**config.mk**
```make
export PLATFORM = sky130hd
export DESIGN_NAME = rst_supervisor
export DESIGN_NICKNAME = d
export VERILOG_FILES = /design/src/rtl/rsup_pkg.sv /design/src/rtl/ms_tick_gen.sv /design/src/rtl/pb_qualifier.sv /design/src/rtl/wd_monitor.sv /design/src/rtl/reset_stretcher.sv /design/src/rtl/rst_supervisor.sv
export SDC_FILE = /design/constraint.sdc
export NUM_CORES = 1
export LEC_CHECK = 0
export ABC_AREA = 1
export BUFFER_PORTS_ARGS = -buffer_cell sky130_fd_sc_hd__buf_2
export CAP_MARGIN = 40
export CORE_UTILIZATION = 36
export DETAILED_ROUTE_END_ITERATION = 8
export PLACE_DENSITY = 0.51
export SETUP_SLACK_MARGIN = 0.02
export SLEW_MARGIN = 40
export SYNTH_ARGS = -nofsm -noshare
export SYNTH_HDL_FRONTEND = slang
export SYNTH_HIERARCHICAL = 1
export SYNTH_SLANG_ARGS = --single-unit
```
**constraint.sdc**
```tcl
create_clock -name clk -period 2.1 [get_ports clk]
set_clock_uncertainty 0.2 [all_clocks]
set_input_delay 0.315 -clock clk [delete_from_list [all_inputs] [get_ports clk]]
set_output_delay 0.315 -clock clk [all_outputs]
set_load 0.02 [all_outputs]
```
**src/rtl/rsup_pkg.sv**
```systemverilog
package rsup_pkg;

  typedef enum logic [1:0] {
    WD_SHORT = 2'b00,
    WD_MID   = 2'b01,
    WD_LONG  = 2'b10,
    WD_SPARE = 2'b11
  } wd_sel_e;

  // Timeout in ticks for a select code; the spare code maps to the longest.
  function automatic int unsigned wd_limit(input wd_sel_e sel,
                                           input int unsigned t_short,
                                           input int unsigned t_mid,
                                           input int unsigned t_long);
    case (sel)
      WD_SHORT: return t_short;
      WD_MID:   return t_mid;
      default:  return t_long;
    endcase
  endfunction

endpackage

```
**src/rtl/ms_tick_gen.sv**
```systemverilog
module ms_tick_gen #(
  parameter int unsigned CYC_PER_MS = 50_000
) (
  input  logic clk,
  input  logic arst_n,
  output logic tick_o
);
  generate
    if (CYC_PER_MS <= 1) begin : g_every
      assign tick_o = 1'b1;
    end else begin : g_div
      localparam int unsigned W = $clog2(CYC_PER_MS);
      logic [W-1:0] cnt_q;

      always_ff @(posedge clk or negedge arst_n) begin
        if (!arst_n)                         cnt_q <= '0;
        else if (cnt_q == W'(CYC_PER_MS - 1)) cnt_q <= '0;
        else                                 cnt_q <= cnt_q + 1'b1;
      end

      assign tick_o = (cnt_q == W'(CYC_PER_MS - 1));

      // Ticks are single-cycle pulses separated by idle cycles.
      p_tick_spacing_r2: assert property (@(posedge clk) disable iff (!arst_n)
        tick_o |=> !tick_o);
    end
  endgenerate
endmodule

```
**src/rtl/pb_qualifier.sv**
```systemverilog
module pb_qualifier #(
  parameter int unsigned QUAL_MS = 10
) (
  input  logic clk,
  input  logic arst_n,
  input  logic tick_i,
  input  logic mr_n_i,
  output logic hit_o
);
  localparam int unsigned QW = $clog2(QUAL_MS + 1);

  logic         s1_q, s2_q;
  logic [QW-1:0] low_cnt_q;

  always_ff @(posedge clk or negedge arst_n) begin
    if (!arst_n) begin
      s1_q <= 1'b1;
      s2_q <= 1'b1;
    end else begin
      s1_q <= mr_n_i;
      s2_q <= s1_q;
    end
  end

  // Low-time counter in ticks; any high sample restarts it, saturates at QUAL_MS.
  always_ff @(posedge clk or negedge arst_n) begin
    if (!arst_n)                                        low_cnt_q <= '0;
    else if (s2_q)                                      low_cnt_q <= '0;
    else if (tick_i && (low_cnt_q != QW'(QUAL_MS)))     low_cnt_q <= low_cnt_q + 1'b1;
  end

  assign hit_o = (low_cnt_q == QW'(QUAL_MS));

  // A high sample on the synchronized line withdraws the request next cycle.
  p_high_restarts_r4: assert property (@(posedge clk) disable iff (!arst_n)
    s2_q |=> !hit_o);
endmodule

```
**src/rtl/wd_monitor.sv**
```systemverilog
module wd_monitor
  import rsup_pkg::*;
#(
  parameter int unsigned T_SHORT_MS = 150,
  parameter int unsigned T_MID_MS   = 600,
  parameter int unsigned T_LONG_MS  = 1200
) (
  input  logic       clk,
  input  logic       arst_n,
  input  logic       tick_i,
  input  logic       hold_i,
  input  logic       strobe_i,
  input  logic [1:0] sel_i,
  output logic       expire_o
);
  localparam int unsigned T_MAX = (T_LONG_MS > T_MID_MS) ?
    ((T_LONG_MS > T_SHORT_MS) ? T_LONG_MS : T_SHORT_MS) :
    ((T_MID_MS > T_SHORT_MS) ? T_MID_MS : T_SHORT_MS);
  localparam int unsigned LW = $clog2(T_MAX + 1);

  logic          s1_q, s2_q, s3_q;
  logic          fall;
  logic [LW-1:0] limit;
  logic [LW-1:0] cnt_q;

  always_ff @(posedge clk or negedge arst_n) begin
    if (!arst_n) begin
      s1_q <= 1'b0;
      s2_q <= 1'b0;
      s3_q <= 1'b0;
    end else begin
      s1_q <= strobe_i;
      s2_q <= s1_q;
      s3_q <= s2_q;
    end
  end

  assign fall  = s3_q & ~s2_q;
  assign limit = LW'(wd_limit(wd_sel_e'(sel_i), T_SHORT_MS, T_MID_MS, T_LONG_MS));

  always_ff @(posedge clk or negedge arst_n) begin
    if (!arst_n) begin
      cnt_q    <= '0;
      expire_o <= 1'b0;
    end else if (hold_i || fall) begin
      cnt_q    <= '0;
      expire_o <= 1'b0;
    end else if (tick_i && (cnt_q >= limit - 1'b1)) begin
      cnt_q    <= '0;
      expire_o <= 1'b1;
    end else begin
      expire_o <= 1'b0;
      if (tick_i) cnt_q <= cnt_q + 1'b1;
    end
  end

  // No expiry can follow a cycle in which reset held the counter.
  p_quiet_in_hold_r8: assert property (@(posedge clk) disable iff (!arst_n)
    hold_i |=> !expire_o);
  // A falling strobe edge restarts the window, so no expiry follows it.
  p_edge_restarts_r5: assert property (@(posedge clk) disable iff (!arst_n)
    fall |=> !expire_o);
  // Expiry is a single-cycle event.
  p_single_expire_r7: assert property (@(posedge clk) disable iff (!arst_n)
    expire_o |=> !expire_o);
endmodule

```
**src/rtl/reset_stretcher.sv**
```systemverilog
module reset_stretcher #(
  parameter int unsigned STRETCH_MS = 250
) (
  input  logic clk,
  input  logic arst_n,
  input  logic tick_i,
  input  logic trig_i,
  output logic rst_o,
  output logic rst_n_o
);
  localparam int unsigned SW = $clog2(STRETCH_MS + 1);

  logic          active_d;
  logic [SW-1:0] cnt_q, cnt_d;

  always_comb begin
    active_d = rst_o;
    cnt_d    = cnt_q;
    if (trig_i) begin
      active_d = 1'b1;
      cnt_d    = '0;
    end else if (rst_o && tick_i) begin
      if (cnt_q == SW'(STRETCH_MS - 1)) begin
        active_d = 1'b0;
        cnt_d    = '0;
      end else begin
        cnt_d = cnt_q + 1'b1;
      end
    end
  end

  always_ff @(posedge clk or negedge arst_n) begin
    if (!arst_n) begin
      cnt_q   <= '0;
      rst_o   <= 1'b1;
      rst_n_o <= 1'b0;
    end else begin
      cnt_q   <= cnt_d;
      rst_o   <= active_d;
      rst_n_o <= ~active_d;
    end
  end

  // Any active source asserts reset on the next edge.
  p_trigger_asserts_r1: assert property (@(posedge clk) disable iff (!arst_n)
    trig_i |=> rst_o);
  // Release only happens after a cycle with no active source.
  p_quiet_release_r2: assert property (@(posedge clk) disable iff (!arst_n)
    $fell(rst_o) |-> $past(!trig_i));
  // The two outputs never agree.
  p_complement_r9: assert property (@(posedge clk) disable iff (!arst_n)
    rst_o != rst_n_o);
endmodule

```
**src/rtl/rst_supervisor.sv**
```systemverilog
module rst_supervisor #(
  parameter int unsigned CLK_HZ     = 50_000_000,
  parameter int unsigned STRETCH_MS = 250,
  parameter int unsigned QUAL_MS    = 10,
  parameter int unsigned T_SHORT_MS = 150,
  parameter int unsigned T_MID_MS   = 600,
  parameter int unsigned T_LONG_MS  = 1200
) (
  input  logic       clk,
  input  logic       arst_n,
  input  logic       pwr_good_i,
  input  logic       mr_n_i,
  input  logic       wd_strobe_i,
  input  logic [1:0] wd_sel_i,
  output logic       rst_o,
  output logic       rst_n_o
);
  localparam int unsigned CYC_PER_MS = (CLK_HZ >= 1000) ? (CLK_HZ / 1000) : 1;

  logic tick;
  logic mr_hit;
  logic wd_expire;
  logic trig;

  ms_tick_gen #(.CYC_PER_MS(CYC_PER_MS)) u_tick (
    .clk    (clk),
    .arst_n (arst_n),
    .tick_o (tick)
  );

  pb_qualifier #(.QUAL_MS(QUAL_MS)) u_pb (
    .clk    (clk),
    .arst_n (arst_n),
    .tick_i (tick),
    .mr_n_i (mr_n_i),
    .hit_o  (mr_hit)
  );

  wd_monitor #(
    .T_SHORT_MS (T_SHORT_MS),
    .T_MID_MS   (T_MID_MS),
    .T_LONG_MS  (T_LONG_MS)
  ) u_wd (
    .clk      (clk),
    .arst_n   (arst_n),
    .tick_i   (tick),
    .hold_i   (rst_o),
    .strobe_i (wd_strobe_i),
    .sel_i    (wd_sel_i),
    .expire_o (wd_expire)
  );

  assign trig = ~pwr_good_i | mr_hit | wd_expire;

  reset_stretcher #(.STRETCH_MS(STRETCH_MS)) u_stretch (
    .clk     (clk),
    .arst_n  (arst_n),
    .tick_i  (tick),
    .trig_i  (trig),
    .rst_o   (rst_o),
    .rst_n_o (rst_n_o)
  );
endmodule

```
Yosys cells after proc, flatten, opt, wreduce, memory -nomap -nowiden
Index checks and enable logic that the tools add are counted.
Storage, ports and cells
  word-level logic and storage cells: 52
  input port bits: 7
  register bits: 47
  output and inout port bits: 2
Cells by class
  order comparisons: 1
  add/sub/neg operators: 5
  eq/ne operators: 5
  bitwise gates (word level): 6
  muxes and demuxes: 15
  reductions and logical operators: 8
Operators with widths (number)
  11-bit two-way mux: 3
  8-bit two-way mux: 3
  11-bit case mux with 2 select lines: 1
  16-bit by 1-bit adder with 16-bit output (second input constant): 1
  16-bit == test (second input constant): 1
  16-bit two-way mux: 1
  11-bit by 1-bit adder with 11-bit output (second input constant): 1
  11-bit greater-or-equal comparator: 1
  11-bit by 1-bit subtractor with 11-bit output (second input constant): 1
  8-bit by 1-bit adder with 8-bit output (second input constant): 1
  8-bit == test (second input constant): 1
  4-bit two-way mux: 2
  1-bit two-way mux: 5
  4-bit by 1-bit adder with 4-bit output (second input constant): 1
  4-bit == test (second input constant): 1
  4-bit inequality test (second input constant): 1
  2-bit nonzero test: 2
  1-bit logical AND: 3
  1-bit inverter: 3
  3-bit nonzero test: 1
  2-bit by 1-bit == test with 1-bit output (second input constant): 1
  2-bit zero test: 1
  1-bit bitwise OR: 2
  1-bit bitwise AND: 1
  1-bit logical OR: 1

Logic depth before layout (Yosys ltp)
Gate-level depths: netlist of the first run.
  depth in word-level cells: 7
  depth in mapped cells: 13
  gate-level depth less buffers: 13

By module
Netlist of the first run, hierarchy kept.
Modules (own cells, without submodules)
  wd_monitor: cells an instance 119, times used 1, area each 987.2 um^2, seq. area each 375.4 um^2
  ms_tick_gen: cells an instance 121, times used 1, area each 877.1 um^2, seq. area each 400.4 um^2
  reset_stretcher: cells an instance 66, times used 1, area each 544.3 um^2, seq. area each 251.5 um^2
  pb_qualifier: cells an instance 33, times used 1, area each 286.5 um^2, seq. area each 152.6 um^2
  rst_supervisor: cells an instance 3, times used 1, area each 12.5 um^2, seq. area each 0.0 um^2

Worst setup path after synthesis of the first run
No wires, ideal clock.
  kind: register to register
  from: register u_tick.g_div.cnt_q[0]
  to: register u_wd.cnt_q[8]
  data arrival time: 1703 ps
  path buffers: 0
  library setup time: 120 ps
  cell stages (with the launch flop): 11
  required time: 1780 ps
  clock period less this slack: 2023 ps
  slack: 77 ps
  cell sequence: dfrtp_1 ha_1 nand3_2 nor2_1 nand2_2 inv_2 nand3b_4 inv_2 nor2_4 xor2_1 nor2_1
On the way
  longest elaborated chain between the ends: 4
  elaborated cells on any way between the ends: 5
  those cells by class: eq/ne: 1; mux: 2; reduce/logical: 2
RTL lines
  start, declared: line ms_tick_gen.sv:13  | logic [W-1:0] cnt_q;
  start signal, assigned: line ms_tick_gen.sv:18  | else cnt_q <= cnt_q + 1'b1;
  16-bit == test (*): line ms_tick_gen.sv:21  | assign tick_o = (cnt_q == W'(CYC_PER_MS - 1));
  named net tick: line rst_supervisor.sv:20  | logic tick;
  1-bit logical AND: line wd_monitor.sv:48  | end else if (tick_i && (cnt_q >= limit - 1'b1)) begin
  11-bit two-way mux: line wd_monitor.sv:48
  11-bit two-way mux: line wd_monitor.sv:45  | end else if (hold_i || fall) begin
  end signal, assigned: line wd_monitor.sv:53  | if (tick_i) cnt_q <= cnt_q + 1'b1;
  end, declared: line wd_monitor.sv:24  | logic [LW-1:0] cnt_q;
The timed path passes the listed nets; every way through them passes the cells marked *.
A chain may end at the register's enable or synchronous reset.

Final worst setup path of the first run
Same ends and word-level chain as after synthesis.

==> results of run 1 <==
## where the power goes
group / leakage, nW / switching [mW] / internal [mW]
Sequential: 0.625 / 0.00185 / 0.911
Combinational: 0.962 / 0.0447 / 0.0278
Clock: 0.0515 / 0.297 / 0.301
Total: 1.64 / 0.343 / 1.24
## area by class of cell
cell class	count	area, sq um	share of cell area [%]
repair buffers	24	180	5.77
well taps	99	124	3.96
multi-input cells	235	1310	42.0
flip-flops and latches	47	1180	37.8
clock buffers	8	100	3.20
inverters	60	228	7.29
## metal layers
layer / share of wire (%) / up-vias / global-route usage (%) / routed length (um)
li1: - / 1123 / - / -
met4: 1.3 / 0 / 5.57 / 64
met3: 2.7 / 5 / 3.26 / 136
met5: 0 / - / 0 / 0
met2: 44 / 29 / 24.1 / 2250
met1: 52 / 961 / 19.7 / 2630
## worst paths after layout
| kind | slack, ns | depth (start not counted) | to | start |
|---|---|---|---|---|
| min in group asynchronous | 0.33 | 3 | u_pb/low_cnt_q[0] | arst_n |
| max in group asynchronous | 1.09 | 3 | u_stretch/rst_o | arst_n |
| hold / removal | 0.16 | 0 | u_pb/s2_q | u_pb/s1_q |
| hold reg to reg | 0.16 | 0 | u_pb/s2_q | u_pb/s1_q |
| setup reg to reg | 0.14 | 10 | u_wd/cnt_q[8] | u_tick/g_div.cnt_q[0] |
| setup / recovery | 0.14 | 10 | u_wd/cnt_q[8] | u_tick/g_div.cnt_q[0] |
## logic make-up (layout without fill, tap and decap cells)
family                     Yosys count  count (layout)  share of synthesized area [%]
muxes                                1               1                          0.370
AOI/OAI and AO/OA                   17              17                           4.02
DFF                                 47              47                           43.6
xor gates and xnor gates            13              13                           4.21
and+or+nand+nor                    189             189                           32.6
buffers and inverters               60              92                           8.32
adders and majority gates           15              15                           6.93
## state kept, by name (all words and copies together) (netlist names)
register / flops
u_wd/s2_q: 1
u_pb/s2_q: 1
u_wd/expire_o: 1
u_wd/s3_q: 1
u_stretch/rst_n_o: 1
u_tick/g_div.cnt_q: 16
u_stretch/rst_o: 1
u_stretch/cnt_q: 8
u_pb/low_cnt_q: 4
u_wd/cnt_q: 11
u_wd/s1_q: 1
u_pb/s1_q: 1
## cells in the final DEF, fill, tap and decap left out, drive strengths merged
cell | netlist | layout
nand3 | 21 | 21
o22ai | 1 | 1
a21o | 1 | 1
xor2 | 12 | 12
clkinv | 1 | 1
o21ai | 6 | 6
buf | 0 | 21
dlygate4sd3 | 0 | 3
nand4 | 11 | 11
clkbuf | 0 | 8
inv | 59 | 59
dfstp | 3 | 3
nand3b | 3 | 3
a21oi | 6 | 6
mux2i | 1 | 1
nand2 | 92 | 92
xnor2 | 1 | 1
dfrtp | 44 | 44
a31oi | 2 | 2
o21bai | 1 | 1
ha | 15 | 15
nor3 | 5 | 5
nor2 | 57 | 57
## per-stage QoR
stage / std cells / hold slack [ns] / utilization (%) / cell area [sq um] / setup TNS [ns]
floorplan: 342 / -0.181 / - / 2710 / 0
global placement: 459 / 0.124 / 40.8 / 2960 / -0.445
detailed placement: 459 / 0.125 / 40.8 / 2960 / -0.940
CTS: 470 / 0.166 / 42.6 / 3090 / 0
global route: 473 / 0.168 / 43.1 / 3120 / 0
finish: 473 / 0.162 / 43.1 / 3120 / 0
## worst max-delay path, cell delays in order (launching register included)
cell and delay (ns):
dfrtp_1 0.40, ha_2 0.21, nand3_2 0.10, nor2_2 0.13, nand2_2 0.08, inv_4 0.08, nand3b_4 0.18, inv_2 0.08
nor2_4 0.14, xor2_1 0.18, nor2_1 0.07
## timing repair
action	CTS	global route
endpoints found under the hold margin	46	0
resized for setup	0	4
buffers inserted	0	3
hold buffers	3	0
setup endpoints to repair	0	8
==> results.py, run 1 <==
metrics = {
    "logic_synthesis": {
        "synth_top_area_share_pct": 40.7,
        "yosys_warnings": 6,
        "syn-cell-area_sq_um": 2710,
        "synth_area_leaders": "dfrtp_1, nand2_1, inv_1",
        "synth_top_area_cell": "dfrtp_1",
        "ys_seq_area_share_pct": 43.6,
        "syn_inst": 342,
        "synth_ff_type": "dfrtp_1",
        "avgSynthCellArea_sq_um": 7.92,
        "synth_cell_types": 32,
        "synth-async-reset-ratio_pct": 100,
        "syn-num-nets": 364,
        "synth-edff-count": 0,
        "yosysMostFrequentCell": "nand2_1",
        "ys_top_cells_by_count": "nand2_1, inv_1, nor2_1, dfrtp_1, nand3_1",
        "synth-seq-cells": 47,
    },
    "global_routing": {
        "grt_max_degree": 48,
        "grt_overflow": 0,
        "grt_pass1_vias": 1996,
        "antenna_found_initial": 0,
        "grt.total_usage_pct": 14.9,
        "grt_pass1_wl_um": 9030,
    },
    "timing": {
        "min_period_ns": 1.96,
        "tightest_slew_ns": 0.328,
        "rsz0062_at_grt": "no",
        "fmax_mhz": 511,
        "report.final.hold_viol_count": 0,
        "max-slew-margin-rel_pct": 78.1,
        "worst_slack_ns": 0.144,
        "final.period_utilization_pct": 93.2,
        "slew_viol_final": 0,
        "setup_viol": 0,
    },
    "route": {
        "num_vias": 2118,
        "viasPerCell": 4.48,
        "drt_first_iter_violations": 78,
        "wl_per_cell_um": 10.7,
        "drc": 0,
        "drt-pass1-iter-count": 4,
        "totalWireLength_um": 5080,
        "antenna_left": 0,
    },
    "setup_path": {
        "path_max_fanout": 7,
        "path_class": "reg -> reg",
        "crit_arrival_ns": 1.94,
        "cp.required_ns": 2.08,
        "endpoint_kind": "flip-flop",
        "cp-start-kind": "flip-flop",
    },
    "floorplan": {
        "initial_utilization_pct": 37.3,
        "die_h_um": 88.7,
        "fp.dieArea_sq_um": 7870,
        "ios": 9,
        "die_x_um": 88.7,
        "core_area_sq_um": 7250,
        "core.rowCount": 31,
    },
    "clocking": {
        "cts_tree": "built",
        "clkSlewWorstSetupHoldPaths_ns": 0.08,
        "cts_num_sinks": 47,
        "htree_levels": 2,
        "root_buffer": "clkbuf_8",
        "clk_latency_ns": 0.30,
        "cts_made_buffers": 5,
        "clockBufferDepth": 2,
    },
    "final_layout": {
        "n_antenna_cell": 0,
        "drive_gt1_share_pct": 16.8,
        "finish.net_count": 395,
        "nFillCells": 754,
        "areaGrowthSynthToFinish_pct": 15.4,
    },
    "placement": {
        "hpwl_um": 3760,
        "dp_slack_ns": -0.0961,
        "placement.io_buffers": 8,
        "gp_congestion": 0.827,
    },
    "worst_hold_path": {
        "hold_class": "reg -> reg",
    },
    "status": {
        "outcome": "completed",
    },
    "power_and_ir_drop": {
        "powerDensity_nw_per_um2": 506,
        "leakagePower_nw": 1.64,
        "ir_drop_v": 0.000276,
        "power_mw": 1.58,
    },
    "run": {
        "cap_violations": 0,
    },
}
Note: power is estimated with default switching activity, not from simulation.
==> inputs of run 2 (changes only) <==
Settings changed: PLACE_DENSITY 0.51 to 0.49.
Clock period 2.1 ns to 2.44 ns, I/O delays scaled along.
==> results.py, run 2 (same netlist as run 1, synthesis figures left out) <==
metrics = {
    "status": {
        "outcome": "completed",
    },
    "global_routing": {
        "grt_max_degree": 26,
        "antenna_found_initial": 0,
        "grt.total_usage_pct": 15.0,
        "grt_pass1_vias": 1981,
        "grt_overflow": 0,
        "grt_pass1_wl_um": 9030,
    },
    "clocking": {
        "post_cts_resized": 0,
        "htree_levels": 2,
        "cts_tree": "built",
        "cts_num_sinks": 47,
        "cts_made_buffers": 5,
        "clockBufferDepth": 2,
        "hold_buffers": 3,
        "cts_setup_buffers": 0,
        "root_buffer": "clkbuf_8",
        "clkSlewWorstSetupHoldPaths_ns": 0.08,
        "clk_latency_ns": 0.30,
    },
    "timing": {
        "max-slew-margin-rel_pct": 62.8,
        "fin_tns_setup_ns": 0,
        "final.period_utilization_pct": 84.8,
        "slew_viol_final": 0,
        "fmax_mhz": 483,
        "setup_viol": 0,
        "rsz0062_at_grt": "no",
        "tightest_slew_ns": 0.558,
        "min_period_ns": 2.07,
        "report.final.hold_viol_count": 0,
    },
    "route": {
        "drt-pass1-iter-count": 4,
        "drc": 0,
        "totalWireLength_um": 5090,
        "antenna_left": 0,
        "viasPerCell": 4.35,
        "drt_first_iter_violations": 50,
        "wl_per_cell_um": 11.0,
        "num_vias": 2014,
    },
    "final_layout": {
        "mostFrequentLayoutCells": "nand2_1, inv_1, nor2_1, dfrtp_1, nand3_1",
        "final_common_cell": "nand2_1",
        "nFillCells": 751,
        "postLayoutCoreUtil_pct": 41.9,
        "areaGrowthSynthToFinish_pct": 12.3,
        "n_antenna_cell": 0,
        "top_regs": "u_tick/g_div.cnt_q (16), u_wd/cnt_q (11), u_stretch/cnt_q (8)",
        "largest_reg_flops": 16,
        "top_register": "u_tick/g_div.cnt_q",
        "finish.net_count": 385,
        "drive_gt1_share_pct": 14.0,
    },
    "power_and_ir_drop": {
        "ir_drop_v": 0.000249,
        "leakagePower_nw": 1.59,
        "powerDensity_nw_per_um2": 448,
    },
    "setup_path": {
        "cp.required_ns": 2.43,
        "endpoint_kind": "flip-flop",
        "crit_slowest_cell": "dfrtp_1",
        "path_max_fanout": 7,
        "crit_arrival_ns": 2.05,
        "path_class": "reg -> reg",
        "slowest_delay_ns": 0.40,
        "cp-start-kind": "flip-flop",
        "crit_chain": "ha_1, nand3_2, nor2_1, nand2_2, inv_2, nand3b_4, inv_2, nor2_4, xor2_1, nor2_1",
    },
    "placement": {
        "placement.io_buffers": 8,
        "gp_congestion": 0.793,
        "hpwl_um": 3780,
    },
    "floorplan": {
        "core.rowCount": 31,
        "ios": 9,
        "fp.dieArea_sq_um": 7870,
        "die_x_um": 88.7,
        "initial_utilization_pct": 37.3,
        "core_area_sq_um": 7250,
        "die_h_um": 88.7,
    },
    "worst_hold_path": {
        "hold_class": "reg -> reg",
    },
    "run": {
        "cap_violations": 0,
    },
}
[run 2: final cells by class]
type / instances / area (sq um) / area share [%]
Multi-Input combinational cell: 235 / 1300 / 42.8
Sequential cell: 47 / 1180 / 38.8
Inverter: 60 / 225 / 7.41
Tap cell: 99 / 124 / 4.07
Timing Repair Buffer: 14 / 105 / 3.46
Clock buffer: 7 / 96.3 / 3.17
Clock inverter: 1 / 7.51 / 0.247
[run 2: path summary, 6_finish.rpt]
check                                 startpoint                    end  slack (ns)  depth (start not counted)
min                                    u_wd/s1_q              u_wd/s2_q        0.16                          0
max                        u_tick/g_div.cnt_q[0]          u_wd/cnt_q[8]        0.37                         10
min in group asynchronous                 arst_n  u_tick/g_div.cnt_q[9]        0.39                          2
min reg2reg                            u_wd/s1_q              u_wd/s2_q        0.16                          0
max in group asynchronous                 arst_n        u_stretch/rst_o        1.06                          3
max reg2reg                u_tick/g_div.cnt_q[0]          u_wd/cnt_q[8]        0.37                         10
[run 2: worst max-delay path: cells and delay by family, from the launching register on]
family	cells	cell delay (ns)
xor gates and xnor gates	1	0.15
DFF	1	0.40
and+or+nand+nor	6	0.76
adders and majority gates	1	0.22
buffers and inverters	2	0.24
[run 2: power breakdown]
part | internal [mW] | switching, mW | total [mW]
Clock | 0.258 | 0.263 | 0.521
Combinational | 0.0190 | 0.0377 | 0.0567
Sequential | 0.784 | 0.00181 | 0.786
Total | 1.06 | 0.302 | 1.36
[run 2: per-layer routing]
layer  global-route usage, %  wire [um]  vias up
li1                        -          -     1095
met2                    23.8       2230       16
met5                       0          0        -
met4                    4.40         35        0
met1                    20.7       2750      901
met3                    3.08         76        2
[run 2: metrics by stage]
step | worst slack (ns) | cell area [sq um] | cells | power [mW] | hold WS, ns
floorplan | 0.417 | 2710 | 342 | 0.824 | -0.130
global placement | 0.212 | 2910 | 452 | 0.856 | 0.134
detailed placement | 0.151 | 2910 | 452 | 0.856 | 0.143
CTS | 0.326 | 3040 | 463 | 1.39 | 0.164
global route | 0.145 | 3040 | 463 | 1.43 | 0.177
finish | 0.372 | 3040 | 463 | 1.36 | 0.159
==> inputs of run 3 (changes only) <==
Settings changed: ABC_AREA 1 to 0, PLACE_DENSITY 0.49 to 0.51.
Clock period 2.44 ns to 1.8 ns, I/O delays scaled along.
==> results.py, run 3 <==
metrics = {
    "setup_path": {
        "crit_chain": "nor4b_2, and4_4, buf_12, nand2_4, or3b_4, a21oi_2",
        "path_class": "reg -> reg",
        "r2r_start": "u_tick/g_div.cnt_q[7]",
        "critPathBufInv": 1,
        "cp.required_ns": 1.83,
        "rrSetupSlack_ns": -0.20,
        "path_max_fanout": 7,
        "endpoint_kind": "flip-flop",
        "reg2reg_to": "u_pb/low_cnt_q[2]",
        "crit_arrival_ns": 2.03,
        "crit_family": "simple AND/OR/NAND/NOR gates",
        "slowest_delay_ns": 0.41,
        "crit_slowest_cell": "dfrtp_1",
        "cp-start-kind": "flip-flop",
        "r2r_cells": 6,
    },
    "final_layout": {
        "final-seq-area_sq_um": 1180,
        "postLayoutCoreUtil_pct": 53.2,
        "final_common_cell": "buf_4",
        "multi_input_area_sq_um": 1660,
        "largest_reg_flops": 16,
        "top_regs": "u_tick/g_div.cnt_q (16), u_wd/cnt_q (11), u_stretch/cnt_q (8)",
        "areaGrowthSynthToFinish_pct": 41.8,
        "final_cell_count_no_fill": 418,
        "drive_gt1_share_pct": 45.7,
        "finish.net_count": 343,
        "mostFrequentLayoutCells": "buf_4, dfrtp_1, nor2_1, nand2_1, nand3_1",
        "n_antenna_cell": 0,
        "nFillCells": 624,
        "fin_area_sq_um": 3660,
        "top_register": "u_tick/g_div.cnt_q",
    },
    "route": {
        "wl_per_cell_um": 13.6,
        "drt-pass1-iter-count": 4,
        "drt_first_iter_violations": 74,
        "num_vias": 2029,
        "viasPerCell": 4.85,
        "totalWireLength_um": 5690,
        "antenna_left": 0,
        "drc": 0,
    },
    "run": {
        "cap_violations": 0,
    },
    "timing": {
        "setup_viol": 27,
        "fmax_mhz": 499,
        "rsz0062_at_grt": "yes",
        "worst_slack_ns": -0.203,
        "max-slew-margin-rel_pct": 81.3,
        "tightest_slew_ns": 0.280,
        "report.final.hold_viol_count": 0,
        "slew_viol_final": 0,
        "finalHoldWorstSlack_ns": 0.155,
        "min_period_ns": 2.00,
        "final.period_utilization_pct": 111,
    },
    "logic_synthesis": {
        "ys_seq_area_share_pct": 45.8,
        "synth-async-reset-ratio_pct": 100,
        "yosysMostFrequentCell": "dfrtp_1",
        "synth_top_area_cell": "dfrtp_1",
        "syn-num-nets": 274,
        "synth_ff_type": "dfrtp_1",
        "yosys_warnings": 6,
        "synth_cell_types": 53,
        "synth_top_area_share_pct": 42.7,
        "syn_inst": 252,
        "synth_area_leaders": "dfrtp_1, ha_1, xor2_1",
        "avgSynthCellArea_sq_um": 10.2,
        "ys_top_cells_by_count": "dfrtp_1, nor2_1, nand2_1",
        "synth-edff-count": 0,
        "syn-cell-area_sq_um": 2580,
        "synth-seq-cells": 47,
    },
    "power_and_ir_drop": {
        "power_mw": 1.87,
        "ir_drop_v": 0.000423,
        "powerDensity_nw_per_um2": 511,
        "leakagePower_nw": 1.55,
    },
    "global_routing": {
        "met1_usage_pct": 21.5,
        "grt_pass1_wl_um": 9270,
        "grt_busiest_layer": "met2",
        "grt.total_usage_pct": 15.8,
        "met2_usage_pct": 25.8,
        "met3_usage_pct": 3.43,
        "antenna_found_initial": 0,
        "grt_pass1_vias": 1971,
        "grt_max_degree": 48,
        "grt_overflow": 0,
    },
    "placement": {
        "hpwl_um": 3620,
        "placement.io_buffers": 8,
        "placed_cell_area_sq_um": 3200,
        "gp_congestion": 0.715,
        "dp.cells": 396,
    },
    "clocking": {
        "root_buffer": "clkbuf_8",
        "clk_latency_ns": 0.29,
        "htree_levels": 2,
        "cts_made_buffers": 5,
        "clkSlewWorstSetupHoldPaths_ns": 0.09,
        "cts_num_sinks": 47,
        "cts_tree": "built",
        "clockBufferDepth": 2,
    },
    "floorplan": {
        "die_x_um": 86.6,
        "core_area_sq_um": 6870,
        "initial_utilization_pct": 37.5,
        "ios": 9,
        "die_h_um": 86.6,
        "fp.dieArea_sq_um": 7510,
        "core.rowCount": 30,
    },
    "status": {
        "violations": "setup timing",
        "outcome": "finished with violations",
    },
    "worst_hold_path": {
        "hold_class": "reg -> reg",
        "holdCritStartpoint": "u_wd/s1_q",
        "whs_endpoint": "u_wd/s2_q",
        "hold_depth": 0,
    },
}
[run 3: cell count changes after synthesis, moves of 4 or more]
cell,before,now
xnor2_1,1,8
nor2b_1,0,5
nand4_1,11,5
nor2_1,52,24
nand3_1,19,15
inv_1,54,8
nand2_2,8,0
a21oi_1,4,15
nand2b_1,0,10
nand2_1,83,18
and4_1,0,4
inv_2,5,0
[run 3: area by class of cell]
type | count | area share [%]
Tap cell | 96 | 3.29
Multi-Input combinational cell | 190 | 45.3
Clock buffer | 7 | 2.36
Timing Repair Buffer | 69 | 15.7
Clock inverter | 1 | 0.137
Inverter | 8 | 0.890
Sequential cell | 47 | 32.3
[run 3: worst register-to-register path: cells and delay by family, from the launching register on]
kind / cells / cell delay [ns]
AND/OR/NAND/NOR: 4 / 1.05
flip-flops: 1 / 0.41
buffers and inverters: 1 / 0.14
AO/OA/AOI/OAI: 1 / 0.13
[run 3: where the power goes]
part	total [mW]	internal, mW	switching (mW)
Clock	0.665	0.311	0.354
Combinational	0.127	0.0577	0.0690
Sequential	1.08	1.07	0.00899
[run 3: logic make-up after synthesis]
kind of cell               count (synthesis)  synth area share (%)
xor gates and xnor gates                  19                  6.45
adders and majority gates                 15                  7.28
buffers and inverters                     15                  2.91
AOI/OAI and AO/OA                         36                  9.03
and+or+nand+nor                          117                  27.0
muxes                                      3                  1.55
DFF                                       47                  45.8
[run 3: per-stage QoR]
step / TNS, ns / setup slack (ns)
after floorplan: -3.72 / -0.214
after global placement: -8.49 / -0.570
after detailed placement: -8.89 / -0.629
after CTS: -2.26 / -0.145
after global routing: -5.56 / -0.284
final: -3.12 / -0.203
[run 3: timing repair]
action,CTS,global route
cloned,0,2
hold buffers,3,0
buffers inserted,5,5
resized for setup,24,23
endpoints found under the hold margin,46,0
pin swaps,12,31
endpoints found under the setup margin,27,27
[run 3: how the worst max path moves through the flow]
stage / startpoint / to / slack, ns / depth (start not counted)
6_report: u_tick/g_div.cnt_q[7] / u_pb/low_cnt_q[2] / -0.20 / 6
5_1_grt: u_tick/g_div.cnt_q[7] / u_pb/low_cnt_q[2] / -0.28 / 6
4_1_cts: u_tick/g_div.cnt_q[5] / u_pb/low_cnt_q[2] / -0.14 / 6
3_5_place_dp: wd_sel_i[1] / u_wd/cnt_q[6] / -0.63 / 11
3_3_place_gp: wd_sel_i[1] / u_wd/cnt_q[6] / -0.57 / 11
2_1_floorplan: wd_sel_i[1] / u_wd/cnt_q[4] / -0.21 / 11
[run 3: layer usage]
layer,vias up,routed length (um)
met5,-,0
met4,0,43
met3,4,99
met2,21,2780
met1,979,2760
li1,1025,-
